`config.mk`:
```
export PLATFORM = sky130hd
export DESIGN_NAME = rx_match_gate
export DESIGN_NICKNAME = d
export VERILOG_FILES = /design/src/rtl/rmg_pkg.sv /design/src/rtl/rmg_compare.sv /design/src/rtl/rmg_gate_fsm.sv /design/src/rtl/rmg_flag_irq.sv /design/src/rtl/rx_match_gate.sv
export SDC_FILE = /design/constraint.sdc
export NUM_CORES = 1
export LEC_CHECK = 0
export BUFFER_PORTS_ARGS = -buffer_cell sky130_fd_sc_hd__buf_2
export CAP_MARGIN = 10
export CELL_PAD_IN_SITES_DETAIL_PLACEMENT = 0
export CELL_PAD_IN_SITES_GLOBAL_PLACEMENT = 1
export CORE_UTILIZATION = 30
export DETAILED_ROUTE_END_ITERATION = 12
export HOLD_SLACK_MARGIN = 0.08
export PLACE_DENSITY_LB_ADDON = 0.1
export SYNTH_ARGS = -nofsm -noshare
export SYNTH_HDL_FRONTEND = slang
export SYNTH_SLANG_ARGS = --single-unit
```
`constraint.sdc`:
```
create_clock -name clk -period 3.7 [get_ports clk]
set_input_delay 0.74 -clock clk [delete_from_list [all_inputs] [get_ports clk]]
set_output_delay 0.74 -clock clk [all_outputs]
set_load 0.05 [all_outputs]
```
`src/rtl/rmg_pkg.sv`:
```
package rmg_pkg;
    typedef enum logic {
        GATE_SHUT = 1'b0,
        GATE_PASS = 1'b1
    } gate_state_e;
endpackage

```
`src/rtl/rmg_compare.sv`:
```
module rmg_compare #(
    parameter int CHAR_W = 16
) (
    input  logic [CHAR_W-1:0]   ch,
    input  logic [2*CHAR_W-1:0] cmp_word,
    output logic                hit
);
    logic [CHAR_W-1:0] lo_val;
    logic [CHAR_W-1:0] hi_val;

    assign lo_val = cmp_word[CHAR_W-1:0];
    assign hi_val = cmp_word[2*CHAR_W-1:CHAR_W];

    always_comb begin
        if (lo_val <= hi_val) begin
            hit = (ch >= lo_val) && (ch <= hi_val);    // window test
        end else begin
            hit = (ch == lo_val) || (ch == hi_val);    // two-value test
        end
    end
endmodule

```
`src/rtl/rmg_gate_fsm.sv`:
```
module rmg_gate_fsm
    import rmg_pkg::*;
#(
    parameter int CHAR_W = 16
) (
    input  logic              clk,
    input  logic              rst_n,
    input  logic              rx_valid,
    input  logic [CHAR_W-1:0] rx_char,
    input  logic              hit,
    input  logic              hold_mode,
    input  logic              clear_req,
    output logic              fwd_valid,
    output logic [CHAR_W-1:0] fwd_char
);
    gate_state_e state_q, state_d;
    logic        trigger;
    logic        pass_now;

    assign trigger = hold_mode && rx_valid && hit;

    // State register
    always_ff @(posedge clk or negedge rst_n) begin
        if (!rst_n) state_q <= GATE_SHUT;
        else        state_q <= state_d;
    end

    // Next state and forward decision
    always_comb begin
        state_d  = state_q;
        pass_now = 1'b0;
        unique case (state_q)
            GATE_SHUT: begin
                pass_now = rx_valid && (!hold_mode || hit);
                if (trigger) state_d = GATE_PASS;
            end
            GATE_PASS: begin
                pass_now = rx_valid;
                if (!trigger && clear_req) state_d = GATE_SHUT;
            end
            default: state_d = GATE_SHUT;
        endcase
    end

    // Registered outputs
    always_ff @(posedge clk or negedge rst_n) begin
        if (!rst_n) begin
            fwd_valid <= 1'b0;
            fwd_char  <= '0;
        end else begin
            fwd_valid <= pass_now;
            if (pass_now) fwd_char <= rx_char;
        end
    end

    AST_SHUT_DROPS: assert property (@(posedge clk) disable iff (!rst_n)
        (state_q == GATE_SHUT && hold_mode && rx_valid && !hit) |=> !fwd_valid);
    AST_TRIGGER_OPENS: assert property (@(posedge clk) disable iff (!rst_n)
        trigger |=> (state_q == GATE_PASS && fwd_valid));
    AST_FREE_PASS: assert property (@(posedge clk) disable iff (!rst_n)
        (!hold_mode && rx_valid) |=> (fwd_valid && fwd_char == $past(rx_char)));
    AST_RELEASE_SHUTS: assert property (@(posedge clk) disable iff (!rst_n)
        (clear_req && !trigger) |=> (state_q == GATE_SHUT));
endmodule

```
`src/rtl/rmg_flag_irq.sv`:
```
module rmg_flag_irq (
    input  logic clk,
    input  logic rst_n,
    input  logic set_flag,
    input  logic stat_rd,
    input  logic en_set,
    input  logic en_clr,
    output logic flag,
    output logic mask,
    output logic irq
);
    always_ff @(posedge clk or negedge rst_n) begin
        if (!rst_n) begin
            flag <= 1'b0;
            mask <= 1'b0;
        end else begin
            if (set_flag)     flag <= 1'b1;
            else if (stat_rd) flag <= 1'b0;
            if (en_set)       mask <= 1'b1;
            else if (en_clr)  mask <= 1'b0;
        end
    end

    assign irq = flag & mask;

    AST_FLAG_SETS: assert property (@(posedge clk) disable iff (!rst_n)
        set_flag |=> flag);
    AST_FLAG_READ_CLEARS: assert property (@(posedge clk) disable iff (!rst_n)
        (stat_rd && !set_flag) |=> !flag);
    AST_FLAG_STICKY: assert property (@(posedge clk) disable iff (!rst_n)
        (flag && !stat_rd) |=> flag);
    AST_MASK_SET: assert property (@(posedge clk) disable iff (!rst_n)
        en_set |=> mask);
    AST_MASK_CLR: assert property (@(posedge clk) disable iff (!rst_n)
        (en_clr && !en_set) |=> !mask);
endmodule

```
`src/rtl/rx_match_gate.sv`:
```
module rx_match_gate #(
    parameter int CHAR_W    = 16,
    parameter int CTL_W     = 32,
    parameter int CLEAR_BIT = 12
) (
    input  logic                clk,
    input  logic                rst_n,
    input  logic                rx_valid,
    input  logic [CHAR_W-1:0]   rx_char,
    input  logic                gate_mode,
    input  logic [2*CHAR_W-1:0] cmp_word,
    input  logic                ctl_wr,
    input  logic [CTL_W-1:0]    ctl_data,
    input  logic                stat_rd,
    input  logic                irq_en_set,
    input  logic                irq_en_clr,
    output logic                fwd_valid,
    output logic [CHAR_W-1:0]   fwd_char,
    output logic                match_flag,
    output logic                irq_mask,
    output logic                irq
);
    logic hit;
    logic clear_req;

    assign clear_req = ctl_wr && ctl_data[CLEAR_BIT];

    rmg_compare #(.CHAR_W(CHAR_W)) u_cmp (
        .ch       (rx_char),
        .cmp_word (cmp_word),
        .hit      (hit)
    );

    rmg_gate_fsm #(.CHAR_W(CHAR_W)) u_fsm (
        .clk       (clk),
        .rst_n     (rst_n),
        .rx_valid  (rx_valid),
        .rx_char   (rx_char),
        .hit       (hit),
        .hold_mode (gate_mode),
        .clear_req (clear_req),
        .fwd_valid (fwd_valid),
        .fwd_char  (fwd_char)
    );

    rmg_flag_irq u_flag (
        .clk      (clk),
        .rst_n    (rst_n),
        .set_flag (rx_valid && hit),
        .stat_rd  (stat_rd),
        .en_set   (irq_en_set),
        .en_clr   (irq_en_clr),
        .flag     (match_flag),
        .mask     (irq_mask),
        .irq      (irq)
    );

    AST_IRQ_NEEDS_ENABLE: assert property (@(posedge clk) disable iff (!rst_n)
        irq |-> (irq_mask && match_flag));
endmodule

```
==> results of run 1 <==
registers in the layout, summed over array words and instances, names as in the netlist:
signal,cells
u_fsm.fwd_valid,1
u_fsm.fwd_char,16
u_flag.flag,1
u_fsm.state_q,1
u_flag.mask,1
per-layer routing:
| metal | vias up | track usage, % | wire length (um) |
|---|---|---|---|
| met5 | - | 0 | 0 |
| met2 | 39 | 23.2 | 2250 |
| met1 | 764 | 19.8 | 2290 |
| met3 | 4 | 2.29 | 195 |
| li1 | 900 | - | - |
| met4 | 0 | 4.23 | 46 |
cell usage in the layout, fill, tap and decap left out, drive strengths merged, types with 2 or more instances in the layout:
cell type	netlist	layout
nand4	11	11
inv	37	37
buf	1	78
nand2	11	11
nor2b	3	3
o21ai	7	7
clkbuf	0	3
nand3	5	5
nor2	4	4
mux2	16	16
dfrtp	20	20
o211ai	4	4
a21o	6	6
a21oi	18	18
and2	2	2
nor4	2	2
ha	48	48
cells by family after synthesis:
group,Yosys count,share of synthesized area [%]
multiplexers,16,10.8
flip-flops,20,25.3
adder cells (fa/ha/maj),48,30.4
buffers and inverters,38,7.78
AO/OA/AOI/OAI,42,14.6
AND/OR/NAND/NOR,42,11.1
cell type report:
cell class,instances,share of cell area [%]
multi-input cells,148,53.0
flip-flops and latches,20,20.1
inverters,37,5.56
clock buffers,3,1.65
well taps,77,3.86
repair buffers,78,15.8
report_power, final:
part,leakage (nW),switching [mW],internal [mW]
clock,0.0216,0.0753,0.0726
combinational,1.15,0.295,0.162
sequential,0.236,0.0208,0.264
total,1.41,0.391,0.498
final timing paths:
path / endpoint / slack [ns] / cells after the start / start
max reg2reg: u_fsm.fwd_char[15] / 1.61 / 3 / u_fsm.state_q
min in group clk: u_fsm.state_q / 0.48 / 2 / u_fsm.state_q
min: u_fsm.fwd_char[0] / 0.44 / 1 / rst_n
max: u_fsm.fwd_char[15] / 0.33 / 9 / rx_char[7]
max in group asynchronous: u_fsm.fwd_char[10] / 2.91 / 1 / rst_n
min reg2reg: u_fsm.state_q / 0.48 / 2 / u_fsm.state_q
worst reg2reg max path: stages, from the launching register on:
cell	delay, ns
dfrtp_1	0.37
nand2b_1	0.20
o311ai_4	1.00
mux2_2	0.42
cell usage after synthesis:
| cell | count |
|---|---|
| a22oi_2 | 1 |
| nand4_1 | 11 |
| o311ai_4 | 1 |
| mux2_4 | 9 |
| nand2b_1 | 1 |
| ha_1 | 48 |
| nand2_1 | 11 |
| nor2b_1 | 3 |
| a2111oi_2 | 1 |
| dfrtp_1 | 20 |
| mux2_2 | 7 |
| or3_1 | 1 |
| inv_1 | 37 |
| o211ai_1 | 4 |
| nor2_1 | 4 |
| buf_8 | 1 |
| a21boi_0 | 1 |
| nand3_1 | 5 |
| o21ai_0 | 7 |
| a21oi_1 | 18 |
| nor4_1 | 2 |
| nor3_1 | 1 |
| a21o_1 | 6 |
| and2_1 | 2 |
| or4_2 | 1 |
| o31a_1 | 1 |
| a221oi_1 | 1 |
| a221o_1 | 1 |
per-stage QoR:
step | instance area [um2] | worst slack (ns) | hold WS [ns] | util [%]
after floorplan | 1980 | 0.726 | 0.440 | -
after global placement | 2450 | -0.0137 | 0.458 | 38.7
after detailed placement | 2450 | -0.0523 | 0.462 | 38.7
after CTS | 2500 | 0.230 | 0.457 | 39.3
after global routing | 2500 | 0.136 | 0.462 | 39.3
final | 2500 | 0.325 | 0.437 | 39.3
==> key figures, run 1 <==
Clocking
  • CTS buffer count: 3
  • CTS resizes: 0
  • Worst-case clock buffer depth: 2
  • Hold_buf cts: 0
  • Worst-path clk slew: about 0.080 ns
  • Worst skew pair latency: 0.26 ns
  • Root Buffer: clkbuf_8
  • Setup bufs post-CTS: 0
  • H-tree depth: 1
  • CTS Sinks: 20
  • CTS tree: done

Global routing
  • Global-route wire length before repair: approximately 8000 um
  • Vias in the first global route: roughly 1,700
  • GRT Total Usage: between 10% and 20%
  • Grt ovf: 0
  • Largest net degree at the start of global routing: 21
  • Initial antenna violation count: 0

STA
  • # setup viols final: 0
  • Clock Skews: ~0.0046 ns
  • Relative slew slack: between 20% and 30%
  • Worst Tran Pin Value: between 1 and 1.5 ns
  • Setup TNS: 0 ns
  • Slew Limit Fails: 0
  • Final hold vios: 0
  • Tcrit/Tclk final: between 90 and 100%
  • Tmin final: 3.37 ns
  • RSZ-0062 raised after global routing: false
  • Fmax: between 200 and 300 MHz

Worst setup path
  • Slowest stage delay, CP: 0.97 ns
  • CP Cell Sequence: buf_2, ha_1, nand4_1, or3_1, a21o_1, o211ai_1, a22oi_2, o311ai_4, mux2_2
  • Worst setup SP type: input port
  • Req. time, crit path: slightly below 4 ns
  • WS Path Type: in2reg
  • Worst setup EP type: register
  • Cell family with most CP delay: compound AO/OA/AOI/OAI gates
  • Crit path arrival time: about 3.5 ns
  • Crit path max fanout: 17
  • Worst-path cell with the longest stage delay: o311ai_4
  • Buffers plus inverters on the worst setup path: 1

Die
  • FP Rows: 29
  • Die ar.: approximately 0.0069 mm2
  • Io pins: 108
  • Die height: about 83 um
  • Core Region: between 0.006 and 0.007 mm2
  • Initial cell density of the core: 31.2%
  • Die X: about 83 um

Job
  • Max-Cap Viols: 0

Final layout
  • Area grow syn2layout: 26.2%
  • Diode count: 0
  • Layout Nets: 424
  • Final cell count without fillers: around 360
  • Multi-input gate area: 0.00132 mm2
  • Storage element area: approximately 500 um2
  • FILL cells: around 670
  • Layout cells sized above 1: 35.3%

Drt
  • Vias/cell: ~4.7
  • Detailed Routing Iterations Pass 1: 4
  • Vias: between 1,500 and 2,000
  • Routed Wire Length: around 4800 um
  • DR DRC count: 0
  • Post-route ant nets: 0
  • 1st-iter DRT viols: 46
  • Drt wl/cell: 13.2 um

Synthesis
  • Net count after synthesis: roughly 340
  • Yosys reg bits: 20
  • Synth Warn #: 0
  • Top post-synthesis cells by area: ha_1 (30%), dfrtp_1 (25%), inv_1 (7.0%), mux2_4 (6.8%), a21oi_1 (4.6%)
  • Synth unique cells: 28
  • Synthesized instance count: about 210
  • Share of the synthesized area in the top cell type: roughly 30%
  • Syn Std Cell Area: between 0.0015 and 0.002 mm2
  • Synthesized area per cell: 9.60 um2
  • Sequential element share of the synthesized area: approximately a quarter
  • Largest area contributor in the netlist: ha_1

Power and ir drop
  • PnR Total Power: approximately 890 uW
  • Power Density: about 360 mW/mm2
  • Worst VDD drop: roughly 160 uV
  • Lkg Pwr: 1.41 nW

Min path
  • HP Class: in2async

Placed design
  • Final GP Congestion: roughly 0.74
  • Placed Cells: 360
  • Detailed Place HPWL: around 4200 um
  • # port buffers: between 70 and 80

Run status
  • Status: finished clean
No activity file was read; power rests on OpenSTA's default activity.
==> run 2, diff against run 1 <==
--- a/config.mk
+++ b/config.mk
@@ -12,7 +12,7 @@
 export CORE_UTILIZATION = 30
 export DETAILED_ROUTE_END_ITERATION = 12
 export HOLD_SLACK_MARGIN = 0.08
-export PLACE_DENSITY_LB_ADDON = 0.1
+export PLACE_DENSITY = 0.83
 export SYNTH_ARGS = -nofsm -noshare
 export SYNTH_HDL_FRONTEND = slang
 export SYNTH_SLANG_ARGS = --single-unit
==> key figures, run 2 (synthesized netlist as in run 1, its figures left out) <==
STA
  • Tcrit/Tclk final: 91.3% (about the same)
  • Tmin final: 3.38 ns (+0.00287 ns)
  • Relative slew slack: 23.8% (-0.092 points)
  • Final hold vios: 0 (unchanged)
  • Worst hold slack: 0.435 ns (-0.00242 ns)
  • RSZ-0062 raised after global routing: false
  • Fmax: 296 MHz (about the same)
  • Worst Tran Pin Value: 1.14 ns (+0.00137 ns)
  • Clock Skews: 0.00109 ns (-0.00347 ns)
  • Slew Limit Fails: 0 (unchanged)
  • # setup viols final: 0 (unchanged)
  • Setup slack after layout: 0.322 ns (-0.00288 ns)

Power and ir drop
  • Power Density: 355 mW/mm2 (-0.33%)
  • Register share of total power: 32.2% (+0.2 points)
  • Switching share of power: 43.8% (-0.16 points)
  • NetSw: 387 uW (-1.0%)
  • PnR Total Power: 884 uW (-0.63%)
  • Combinational Power Share: 51.3% (about the same)
  • Lkg Pwr: 1.40 nW (-0.38%)
  • Worst VDD drop: 176 uV (+7.2%)
  • Internal power: 497 uW (-0.34%)
  • Clk network pwr share: 16.4% (-0.2 points)

Die
  • Io pins: 108 (unchanged)
  • Die height: 83.2 um (unchanged)
  • Initial cell density of the core: 31.2% (unchanged)
  • Core Region: 0.00635 mm2 (unchanged)
  • Die X: 83.2 um (unchanged)
  • FP Rows: 29 (unchanged)
  • Die ar.: 0.00692 mm2 (unchanged)

Placed design
  • Final GP Congestion: 0.857 (+15%)
  • Detailed Place HPWL: 4090 um (-1.6%)
  • # port buffers: 76 (unchanged)
  • Setup WS pre-CTS: -0.0410 ns (+0.0113 ns)
  • Placed Cells: 359 (-0.28%)

Final layout
  • Layout Nets: 423 (-0.24%)
  • Diode count: 0 (unchanged)
  • Layout cells sized above 1: 35.1% (-0.23 points)
  • Largest Register: u_fsm.fwd_char
  • Fin util: 39.2% (-0.12 points)
  • Largest register FFs: 16 (unchanged)
  • Area grow syn2layout: 25.8%
  • Commonest non-fill, non-tap cells in the layout: buf_2 (76), ha_1 (48), inv_1 (37)
  • Commonest non-fill, non-tap cell in the layout: buf_2
  • Final cell count without fillers: 362 (-0.28%)

Global routing
  • Grt ovf: 0 (unchanged)
  • Vias in the first global route: 1,777 (+3.4%)
  • Initial antenna violation count: 0 (unchanged)
  • Global-route wire length before repair: 7870 um (-2.3%)
  • Largest net degree at the start of global routing: 21 (unchanged)
  • GRT Total Usage: 14.1% (-0.33 points)

Clocking
  • CTS buffer count: 3 (unchanged)
  • Worst-path clk slew: 0.07 ns (about the same)
  • Setup bufs post-CTS: 0 (unchanged)
  • Worst skew pair latency: 0.26 ns (about the same)
  • Worst-case clock buffer depth: 2 (unchanged)
  • CTS Sinks: 20 (unchanged)
  • CTS tree: done
  • Hold_buf cts: 0 (unchanged)
  • Root Buffer: clkbuf_8
  • H-tree depth: 1 (unchanged)
  • CTS resizes: 0 (unchanged)

Drt
  • Detailed Routing Iterations Pass 1: 4 (unchanged)
  • Drt wl/cell: 12.8 um (-2.6%)
  • Routed Wire Length: 4640 um (-2.9%)
  • DR DRC count: 0 (unchanged)
  • 1st-iter DRT viols: 35 (-24%)
  • Vias: 1,764 (+3.3%)
  • Post-route ant nets: 0 (unchanged)
  • Vias/cell: 4.87 (+3.6%)

Worst setup path
  • CP Cell Sequence: buf_2, inv_1, ha_1, nand4_1, nor4_1, nand4_1, o31a_1, o311ai_4, mux2_2
  • Top cell by count, worst path: nand4_1
  • Worst-path cell with the longest stage delay: o311ai_4
  • Crit path arrival time: 3.52 ns (about the same)
  • Worst setup EP type: register
  • Req. time, crit path: 3.85 ns (about the same)
  • Slowest stage delay, CP: 0.93 ns (-0.04 ns)
  • Worst setup SP type: input port
  • Buffers plus inverters on the worst setup path: 2 (+1)
  • WS Path Type: in2reg
  • Reg2reg setup slack: 1.57 ns (-0.04 ns)
  • Cell family with most CP delay: compound AO/OA/AOI/OAI gates
  • Crit path max fanout: 17 (unchanged)

Run status
  • Status: finished clean

Min path
  • HP Class: in2async

Job
  • Max-Cap Viols: 0 (unchanged)
## run 2: through the flow
stage          instance area (um2)  setup TNS, ns
2_1_floorplan                 1980              0
3_3_place_gp                  2450              0
3_5_place_dp                  2450         -0.270
4_1_cts                       2490              0
5_1_grt                       2490              0
6_report                      2490              0
## run 2: power by group through the flow
stage | combinational, mW | sequential (mW) | clock (mW)
finish | 0.454 | 0.285 | 0.145
global route | 0.492 | 0.291 | 0.166
CTS | 0.460 | 0.285 | 0.158
detailed placement | 0.459 | 0.289 | 0
global placement | 0.452 | 0.288 | 0
floorplan | 0.176 | 0.445 | 0
## run 2: area by class of cell
class	count	area [um2]
well taps	77	96.3
inverters	37	139
multi-input cells	148	1320
repair buffers	77	388
clock buffers	3	41.3
fillers	653	3860
flip-flops and latches	20	500
## run 2: worst paths after layout
| check | from | end | depth (start not counted) |
|---|---|---|---|
| worst min register to register | u_flag.mask | u_flag.mask | 1 |
| worst max register to register | u_fsm.state_q | u_fsm.fwd_char[3] | 3 |
| min in group clk | u_flag.mask | u_flag.mask | 1 |
| max in group asynchronous | rst_n | u_fsm.fwd_char[13] | 1 |
| worst min-delay path | rst_n | u_flag.mask | 1 |
| worst max-delay path | cmp_word[31] | u_fsm.fwd_char[3] | 9 |
## run 2: routing by layer
| layer | wire (um) | global-route usage [%] |
|---|---|---|
| met5 | 0 | 0 |
| met4 | 84 | 5.02 |
| met3 | 185 | 1.99 |
| met2 | 2190 | 24.2 |
| met1 | 2190 | 17.9 |
